File: src/rtl/gpio_regblock_pkg.sv
// Package: shared sizes, register addresses and the pull-up pin map.
// Assumes fixed 8-pin ports; the pull-up map is defined for five ports.
package gpio_regblock_pkg;
    localparam int PORTS     = 5;
    localparam int PIN_W     = 8;
    localparam int PINS      = PORTS * PIN_W;
    localparam int REG_W     = 8;
    localparam int ADR_PU_A  = 'h10;
    localparam int ADR_PU_B  = 'h11;
    localparam int ADR_MODE  = 'h14;
    localparam int WEAK_BIT  = 7;
    localparam logic [REG_W-1:0] PU_MASK = 8'h7F;

    // Expand the two pull-up control registers into a per-pin control map.
    function automatic logic [PINS-1:0] pullup_map(input logic [REG_W-1:0] ctl_a,
                                                   input logic [REG_W-1:0] ctl_b);
        logic [PINS-1:0] m;
        m = '0;
        for (int b = 0; b < PIN_W; b++) begin
            m[0*PIN_W + b] = ctl_a[b/2];
            m[2*PIN_W + b] = ctl_b[b/2];
        end
        m[1*PIN_W + 1] = ctl_a[4];
        m[1*PIN_W + 2] = ctl_a[5];
        m[1*PIN_W + 3] = ctl_a[5];
        m[1*PIN_W + 4] = ctl_a[6];
        m[1*PIN_W + 5] = ctl_a[6];
        m[3*PIN_W + 4] = ctl_b[4];
        m[3*PIN_W + 5] = ctl_b[4];
        m[3*PIN_W + 6] = ctl_b[5];
        m[3*PIN_W + 7] = ctl_b[5];
        m[4*PIN_W + 0] = ctl_b[6];
        m[4*PIN_W + 1] = ctl_b[6];
        return m;
    endfunction
endpackage

File: src/rtl/gpio_sync.sv
// Module: multi-stage flop synchronizer for pad inputs.
// Assumes STAGES >= 1; all stages reset to 0.
module gpio_sync #(
    parameter int W      = 8,
    parameter int STAGES = 2
) (
    input  logic         clk,
    input  logic         rst_n,
    input  logic [W-1:0] d,
    output logic [W-1:0] q
);
    logic [W-1:0] chain [STAGES];

    for (genvar s = 0; s < STAGES; s++) begin : g_stage
        if (s == 0) begin : g_first
            // First stage samples the asynchronous pad level.
            always_ff @(posedge clk) begin
                if (!rst_n) chain[0] <= '0;
                else        chain[0] <= d;
            end
        end else begin : g_next
            // Later stages pass the value down the chain.
            always_ff @(posedge clk) begin
                if (!rst_n) chain[s] <= '0;
                else        chain[s] <= chain[s-1];
            end
        end
    end

    assign q = chain[STAGES-1];
endmodule

File: src/rtl/gpio_port.sv
// Module: one port: direction register, output latch and read selection.
// Assumes write enables are already decoded; pad_sync is synchronized.
module gpio_port #(
    parameter int W = 8
) (
    input  logic         clk,
    input  logic         rst_n,
    input  logic         lat_we,
    input  logic         dir_we,
    input  logic [W-1:0] wdata,
    input  logic [W-1:0] pad_sync,
    output logic [W-1:0] latch,
    output logic [W-1:0] dir,
    output logic [W-1:0] rd_val
);
    // Output latch: written regardless of pin direction.
    always_ff @(posedge clk) begin
        if (!rst_n)      latch <= '0;
        else if (lat_we) latch <= wdata;
    end

    // Direction register: 1 = output, 0 = input.
    always_ff @(posedge clk) begin
        if (!rst_n)      dir <= '0;
        else if (dir_we) dir <= wdata;
    end

    // Read value: latch for output pins, synchronized pad for input pins.
    always_comb begin
        rd_val = (dir & latch) | (~dir & pad_sync);
    end
endmodule

File: src/rtl/gpio_pullup_map.sv
// Module: combines pull-up control bits with pin direction.
// Assumes dir uses the flat pin index 8p+b.
module gpio_pullup_map
    import gpio_regblock_pkg::*;
(
    input  logic [REG_W-1:0] ctl_a,
    input  logic [REG_W-1:0] ctl_b,
    input  logic [PINS-1:0]  dir,
    output logic [PINS-1:0]  pu
);
    // A pull-up applies only to input pins whose control bit is set.
    always_comb begin
        pu = pullup_map(ctl_a, ctl_b) & ~dir;
    end
endmodule

File: src/rtl/gpio_regblock.sv
// Module: GPIO register block top: decode, shared registers, read path.
// Assumes single-cycle write strobes; read data is registered one cycle.
module gpio_regblock
    import gpio_regblock_pkg::*;
#(
    parameter int ADDR_W      = 8,
    parameter int SYNC_STAGES = 2
) (
    input  logic              clk,
    input  logic              rst_n,
    input  logic [ADDR_W-1:0] addr,
    input  logic              wr_en,
    input  logic [REG_W-1:0]  wr_data,
    input  logic              rd_en,
    output logic [REG_W-1:0]  rd_data,
    input  logic [PINS-1:0]   pad_in,
    output logic [PINS-1:0]   pad_out,
    output logic [PINS-1:0]   pad_oe,
    output logic [PINS-1:0]   pad_pu,
    output logic              drive_weak
);
    logic [PINS-1:0]  pad_s;
    logic [PORTS-1:0] lat_we, dir_we;
    logic [PORTS-1:0][PIN_W-1:0] lat_q, dir_q, port_rd;
    logic [REG_W-1:0] pu_a, pu_b, rd_mux;
    logic             weak_q;

    gpio_sync #(.W(PINS), .STAGES(SYNC_STAGES)) u_sync (
        .clk(clk), .rst_n(rst_n), .d(pad_in), .q(pad_s)
    );

    for (genvar p = 0; p < PORTS; p++) begin : g_port
        // Decode the data and direction addresses of this port.
        always_comb begin
            lat_we[p] = wr_en && (addr == ADDR_W'(2*p));
            dir_we[p] = wr_en && (addr == ADDR_W'(2*p + 1));
        end

        gpio_port #(.W(PIN_W)) u_port (
            .clk(clk), .rst_n(rst_n),
            .lat_we(lat_we[p]), .dir_we(dir_we[p]),
            .wdata(wr_data),
            .pad_sync(pad_s[p*PIN_W +: PIN_W]),
            .latch(lat_q[p]), .dir(dir_q[p]), .rd_val(port_rd[p])
        );

        assign pad_out[p*PIN_W +: PIN_W] = lat_q[p];
        assign pad_oe[p*PIN_W +: PIN_W]  = dir_q[p];
    end

    // Shared pull-up control registers; bit 7 is not stored.
    always_ff @(posedge clk) begin
        if (!rst_n) begin
            pu_a <= '0;
            pu_b <= '0;
        end else if (wr_en) begin
            if (addr == ADDR_W'(ADR_PU_A)) pu_a <= wr_data & PU_MASK;
            if (addr == ADDR_W'(ADR_PU_B)) pu_b <= wr_data & PU_MASK;
        end
    end

    // Mode register: only the drive-strength bit is stored.
    always_ff @(posedge clk) begin
        if (!rst_n)                                     weak_q <= 1'b0;
        else if (wr_en && addr == ADDR_W'(ADR_MODE))    weak_q <= wr_data[WEAK_BIT];
    end

    assign drive_weak = weak_q;

    gpio_pullup_map u_pu (
        .ctl_a(pu_a), .ctl_b(pu_b), .dir(pad_oe), .pu(pad_pu)
    );

    // Read multiplexer: unmapped addresses give 0.
    always_comb begin
        rd_mux = '0;
        for (int p = 0; p < PORTS; p++) begin
            if (addr == ADDR_W'(2*p))     rd_mux = port_rd[p];
            if (addr == ADDR_W'(2*p + 1)) rd_mux = dir_q[p];
        end
        if (addr == ADDR_W'(ADR_PU_A)) rd_mux = pu_a;
        if (addr == ADDR_W'(ADR_PU_B)) rd_mux = pu_b;
        if (addr == ADDR_W'(ADR_MODE)) rd_mux = {weak_q, 7'b0};
    end

    // Registered read data: the value is held only for the cycle after a read.
    always_ff @(posedge clk) begin
        if (!rst_n)     rd_data <= '0;
        else if (rd_en) rd_data <= rd_mux;
        else            rd_data <= '0;
    end
endmodule

File: config.mk
export PLATFORM = sky130hd
export DESIGN_NAME = gpio_regblock
export DESIGN_NICKNAME = d
export VERILOG_FILES = /design/src/rtl/gpio_regblock_pkg.sv /design/src/rtl/gpio_sync.sv /design/src/rtl/gpio_port.sv /design/src/rtl/gpio_pullup_map.sv /design/src/rtl/gpio_regblock.sv
export SDC_FILE = /design/constraint.sdc
export NUM_CORES = 1
export LEC_CHECK = 0
export BUFFER_PORTS_ARGS = -buffer_cell sky130_fd_sc_hd__buf_2
export CAP_MARGIN = 20
export CORE_MARGIN = 2
export CORE_UTILIZATION = 49
export DETAILED_ROUTE_END_ITERATION = 7
export GPL_ROUTABILITY_DRIVEN = 0
export PLACE_DENSITY = 0.88
export REMOVE_ABC_BUFFERS = 1
export SLEW_MARGIN = 20
export SYNTH_ARGS = -nofsm -noshare
export SYNTH_HDL_FRONTEND = slang
export SYNTH_HIERARCHICAL = 1
export SYNTH_SLANG_ARGS = --single-unit
File: constraint.sdc
create_clock -name clk -period 2.6 [get_ports clk]
set_input_delay 0.78 -clock clk [delete_from_list [all_inputs] [get_ports clk]]
set_output_delay 0.78 -clock clk [all_outputs]
set_load 0.02 [all_outputs]
==> run_results.csv, run 1 <==
group,metric,value,unit
power_and_ir_drop,leakage,4.18,nW
hold_path,worstHoldEndpoint,"u_sync/chain[1][37]",
worst_setup_path,worstSetupEndpointType,"flip-flop",
hold_path,hold_depth,1,
clock_tree,htree_num_levels,4,
route,vias,6320,
power_and_ir_drop,seq_power_share,48.1,%
route,drtIter0Drc,559,
floorplanning,core_area,0.0164,mm2
global_routing,overflow,0,
timing,worst_pin_slew,0.526,ns
clock_tree,hold_buffers,0,
timing,grt_setup_unrepaired,"no",
timing,holdWs,0.434,ns
clock_tree,insertion_delay,0.43,ns
global_routing,first_global_vias,6144,
cells_and_area,synthToLayoutAreaGrowth,21.8,%
timing,max_freq,426,MHz
worst_setup_path,critPathMaxFanout,8,
cells_and_area,multi_input_area,0.00413,mm2
floorplanning,num_io_pins,189,
hold_path,hp-class,"reg2reg",
clock_tree,clock-sinks,183,
yosys,synthesis.instances,768,
clock_tree,cts.repair.resized,0,
power_and_ir_drop,total_power,5.98,mW
timing,setup_ws,0.251,ns
worst_setup_path,critPathMaxStageDelay,0.61,ns
route,antenna_left,0,
clock_tree,clock_path_buffers,2,
yosys,syn_area,0.00815,mm2
worst_setup_path,cp-startpoint,"addr[7]",
power_and_ir_drop,p_switching,1.33,mW
yosys,yosys_warnings,6,
global_routing,grt_pass1_wl,33.3,mm
route,viasPerCell,5.32,
timing,clock_skew,0.00936,ns
global_routing,grt_max_degree,93,
outcome,outcome,"finished clean",
clock_tree,clkTransAtPathRegs,0.07,ns
timing,relSlewSlack,64.6,%
flow_run,cap_violations,0,
worst_setup_path,cp_slowest_cell,"or4_1",
route,wirelength,21.9,mm
cells_and_area,nNetsFinal,1016,
power_and_ir_drop,ir_worst_vdd,472,uV
placement,dp_slack,-0.164,ns
timing,post-route-period-util,90.3,%
route,drc_errors,0,
global_routing,antenna_found_initial,0,
clock_tree,numCtsBuffers,17,
cells_and_area,drive_gt1_share,39.0,%
floorplanning,die_w,133,um
worst_setup_path,r2r_slack,0.55,ns
timing,maxSlewViolCount,0,
cells_and_area,utilization,60.5,%
clock_tree,cts_root_buf,"clkbuf_16",
worst_setup_path,worstSetupStartpointType,"primary input",
route,wl_per_cell,18.4,um
cells_and_area,diodes,0,
worst_setup_path,rr_endpoint,"rd_data[7]",
power_and_ir_drop,intPower,4.65,mW
yosys,synth.avg_cell_area,10.6,um2
hold_path,holdCritStartpoint,"u_sync/chain[0][37]",
power_and_ir_drop,sw_frac_of_total,22.3,%
placement,port_buffers,175,
floorplanning,initial_core_util,49.7,%
clock_tree,cts_setup_buffers,0,
floorplanning,die_h,133,um
power_and_ir_drop,clock_power_share,45.6,%
global_routing,grtUsageTotal,24.6,%
power_and_ir_drop,comb_power_share,6.3,%
worst_setup_path,worstPathCellList,"buf_2, or4_1, or2_1, nor2_1, buf_4, mux2i_1, nor2b_1",
cells_and_area,seq_area,0.00366,mm2
power_and_ir_drop,powerDensity,603,mW/mm2
worst_setup_path,r2r_start,"g_port[0].u_port/dir[7]",
timing,finalHoldViolCount,0,
cells_and_area,fill_cells,1354,
worst_setup_path,arrival,2.67,ns
floorplanning,die-area,0.0177,mm2
placement,hpwlAfterDp,15.5,mm
timing,post-route-min-period,2.35,ns
floorplanning,rows,47,
timing,finalSetupViolations,0,
clock_tree,cts_tree,"done",
worst_setup_path,ff2ff_path_depth,5,
worst_setup_path,path_class,"in2reg",
worst_setup_path,required,2.92,ns
route,detail_route.first_pass.iterations,6,
[power by group through the flow]
stage                     Clock [mW]  Sequential, mW  Combinational, mW
after floorplan                    0            2.94              0.165
after detailed placement           0            2.94              0.367
final                           2.73            2.88              0.377
after global routing            2.87            2.88              0.401
after global placement             0            2.94              0.363
after CTS                       2.76            2.88              0.370
[per-stage QoR]
stage                     std cells  TNS [ns]  area [um2]
after floorplan                 722    -21.17        7810
after global placement         1157     -2.03        9300
after detailed placement       1157     -4.37        9300
after CTS                      1189         0        9920
after global routing           1189         0        9920
final                          1189         0        9920
[worst max path at each step]
stage                                end  slack [ns]  cells past startpoint
2_1_floorplan    g_port[1].u_port/dir[4]       -0.64                      6
3_3_place_gp                  rd_data[2]       -0.10                      7
3_5_place_dp                  rd_data[2]       -0.16                      7
4_1_cts                       rd_data[2]        0.29                      7
5_1_grt                       rd_data[4]        0.12                      9
6_report       g_port[2].u_port/latch[0]        0.25                      7
[layout by cell type (no fill, tap or decap), drive strengths merged, types with 2 or more instances in the layout]
cell type	instances
a211oi	2
a21oi	25
a221oi	2
a22o	2
a2bb2oi	2
a31o	2
a31oi	4
and2	84
and3	6
buf	215
bufinv	4
clkbuf	18
clkinv	4
clkinvlp	3
conb	13
dfxtp	183
inv	7
mux2	43
mux2i	107
mux4	3
nand2	19
nand2b	4
nand3	8
nand4	2
nor2	22
nor2b	127
nor3	9
nor3b	3
nor4	3
o2111ai	2
o21ai	21
o221ai	4
o22ai	2
o311a	2
or2	2
[routing by layer]
metal  up-vias  track usage [%]  part of all wire [%]
met5         -                0                     0
met4         0             10.5                   3.0
met3        55             6.09                   7.9
met2       310             40.2                    47
met1      2987             31.0                    42
li1       2968                -                     -
[worst max-delay path, delay by kind of cell]
| family | cells | cell delay, ns |
|---|---|---|
| mux | 1 | 0.23 |
| simple gates | 4 | 1.32 |
| buf+inv | 2 | 0.33 |
[cell type report]
| type | instances | share of cell area (%) |
|---|---|---|
| clock buffers | 18 | 4.32 |
| clock inverters | 14 | 1.98 |
| inverters | 4 | 0.151 |
| multi-input cells | 535 | 41.6 |
| flip-flops and latches | 183 | 36.9 |
| well taps | 220 | 2.77 |
| repair buffers | 215 | 12.3 |
[state kept, by name (all words and copies together) (netlist names)]
register and flops:
u_sync/chain 80, pu_b 7, g_port.u_port/dir 40, g_port.u_port/latch 40, rd_data 8, pu_a 7
drive_weak 1
Power figures use the tool's default switching activity.
==> run 2, diff against run 1 <==
--- a/config.mk
+++ b/config.mk
@@ -5,13 +5,16 @@
 export SDC_FILE = /design/constraint.sdc
 export NUM_CORES = 1
 export LEC_CHECK = 0
+export ABC_AREA = 1
 export BUFFER_PORTS_ARGS = -buffer_cell sky130_fd_sc_hd__buf_2
 export CAP_MARGIN = 20
+export CELL_PAD_IN_SITES_DETAIL_PLACEMENT = 1
+export CELL_PAD_IN_SITES_GLOBAL_PLACEMENT = 1
 export CORE_MARGIN = 2
-export CORE_UTILIZATION = 49
+export CORE_UTILIZATION = 34
 export DETAILED_ROUTE_END_ITERATION = 7
 export GPL_ROUTABILITY_DRIVEN = 0
-export PLACE_DENSITY = 0.88
+export PLACE_DENSITY = 0.86
 export REMOVE_ABC_BUFFERS = 1
 export SLEW_MARGIN = 20
 export SYNTH_ARGS = -nofsm -noshare
==> run_results.csv, run 2 <==
group,metric,value,unit
outcome,outcome,"finished clean",
clock_tree,cts_tree,"done",
flow_run,cap_violations,0,
worst_setup_path,path_class,"in2reg",
cells_and_area,synthToLayoutAreaGrowth,18.6,%
timing,post-route-min-period,2.03,ns
global_routing,grt_pass1_wl,40.6,mm
clock_tree,numCtsBuffers,17,
global_routing,antenna_found_initial,3,
yosys,synthesis.instances,1198,
floorplanning,die_w,160,um
cells_and_area,layout_common_cells,"nand2_1, nor2_1, inv_1, dfxtp_1, buf_2",
timing,worst_pin_slew,0.533,ns
yosys,yosys_warnings,6,
power_and_ir_drop,powerDensity,626,mW/mm2
power_and_ir_drop,leakage,5.13,nW
cells_and_area,largest_reg_flops,80,
power_and_ir_drop,comb_power_share,5.6,%
timing,post-route-period-util,78.2,%
clock_tree,insertion_delay,0.44,ns
clock_tree,htree_num_levels,4,
worst_setup_path,worstSetupStartpointType,"primary input",
route,viasPerCell,4.53,
cells_and_area,final_common_cell,"nand2_1",
clock_tree,cts_setup_buffers,0,
clock_tree,cts.repair.resized,0,
power_and_ir_drop,clock_power_share,47.4,%
power_and_ir_drop,total_power,6.13,mW
clock_tree,clock-sinks,183,
timing,finalHoldViolCount,0,
worst_setup_path,critPathMaxFanout,14,
timing,relSlewSlack,64.4,%
timing,grt_setup_unrepaired,"no",
timing,fin_setup_tns,0,ns
floorplanning,die-area,0.0255,mm2
worst_setup_path,r2r_start,"g_port[0].u_port/dir[2]",
hold_path,hp-class,"reg2reg",
global_routing,first_global_vias,7641,
clock_tree,cts_root_buf,"clkbuf_16",
worst_setup_path,ff2ff_path_depth,9,
worst_setup_path,critPathMaxStageDelay,0.25,ns
timing,holdWs,0.413,ns
route,detail_route.first_pass.iterations,4,
timing,max_freq,492,MHz
floorplanning,core_area,0.0241,mm2
yosys,synth.avg_cell_area,6.89,um2
worst_setup_path,worstPathCellList,"buf_2, nor2_4, nand2_4, inv_2, nand2_2, inv_2, nand2_1, nand3_1, nor2_1, nand4_1, nor2_1, nand4_1, nand2_1, inv_1",
clock_tree,clock_path_buffers,2,
floorplanning,num_io_pins,189,
floorplanning,rows,57,
hold_path,holdCritStartpoint,"u_sync/chain[0][24]",
cells_and_area,drive_gt1_share,20.1,%
timing,clock_skew,0.0130,ns
worst_setup_path,required,2.94,ns
power_and_ir_drop,intPower,4.71,mW
route,wl_per_cell,15.4,um
hold_path,hold_depth,2,
timing,maxSlewViolCount,0,
worst_setup_path,worstSetupEndpointType,"flip-flop",
yosys,syn_area,0.00825,mm2
route,antenna_left,0,
cells_and_area,top_register,"u_sync/chain",
cells_and_area,seq_area,0.00366,mm2
global_routing,grtUsageTotal,20.5,%
power_and_ir_drop,seq_power_share,47.0,%
cells_and_area,fill_cells,3169,
power_and_ir_drop,ir_worst_vdd,307,uV
floorplanning,initial_core_util,34.2,%
route,drc_errors,0,
power_and_ir_drop,p_switching,1.41,mW
placement,port_buffers,175,
route,wirelength,26.1,mm
clock_tree,clkTransAtPathRegs,0.07,ns
clock_tree,hold_buffers,0,
global_routing,grt_max_degree,89,
placement,hpwlAfterDp,19.5,mm
route,drtIter0Drc,484,
worst_setup_path,cp_slowest_cell,"nand2_4",
worst_setup_path,cp-startpoint,"addr[5]",
worst_setup_path,arrival,2.37,ns
timing,finalSetupViolations,0,
route,vias,7704,
power_and_ir_drop,sw_frac_of_total,23.1,%
cells_and_area,nNetsFinal,1421,
floorplanning,die_h,160,um
cells_and_area,multi_input_area,0.00325,mm2
cells_and_area,reg_top3,"u_sync/chain (80), g_port.u_port/dir (40), g_port.u_port/latch (40)",
global_routing,overflow,0,
-- run 2: metrics by stage --
| stage | setup slack [ns] | cell area (um2) | instances | utilization (%) |
|---|---|---|---|---|
| detailed placement | 0.180 | 9130 | 1666 | 37.9 |
| global placement | 0.241 | 9130 | 1666 | 37.9 |
| finish | 0.566 | 9790 | 1699 | 40.6 |
| CTS | 0.581 | 9790 | 1698 | 40.6 |
| global route | 0.454 | 9790 | 1699 | 40.6 |
| floorplan | -0.157 | 7700 | 1154 | - |
-- run 2: final timing paths --
| kind | to | slack [ns] |
|---|---|---|
| setup reg to reg | rd_data[2] | 0.89 |
| hold / removal | u_sync/chain[1][24] | 0.41 |
| setup / recovery | rd_data[0] | 0.57 |
| hold reg to reg | u_sync/chain[1][24] | 0.41 |
-- run 2: layout make-up --
type	instances	share of cell area [%]
timing repair buffer	188	10.2
clock buffer	19	4.52
sequential	183	37.4
multi-input combinational	755	33.2
inverter	216	8.28
tap	324	4.14
clock inverter	13	2.20
antenna	1	0.0256
-- run 2: layer usage --
| layer | up-vias | GRT usage [%] | part of all wire, % |
|---|---|---|---|
| met2 | 223 | 35.4 | 48 |
| met4 | 4 | 7.45 | 2.5 |
| met3 | 44 | 4.47 | 6.9 |
| met5 | - | 0 | 0.088 |
| li1 | 3815 | - | - |
| met1 | 3618 | 25.1 | 43 |
-- run 2: critical path, delay by kind of cell --
family                 cells  cell delay, ns
buffers and inverters      4            0.33
AND/OR/NAND/NOR           10            1.25
-- run 2: power by group through the flow --
stage	Clock (mW)	Combinational, mW	Sequential (mW)
2_1_floorplan	0	0.169	2.94
3_3_place_gp	0	0.333	2.94
3_5_place_dp	0	0.342	2.95
4_1_cts	2.97	0.345	2.88
5_1_grt	3.08	0.385	2.89
6_report	2.90	0.344	2.88
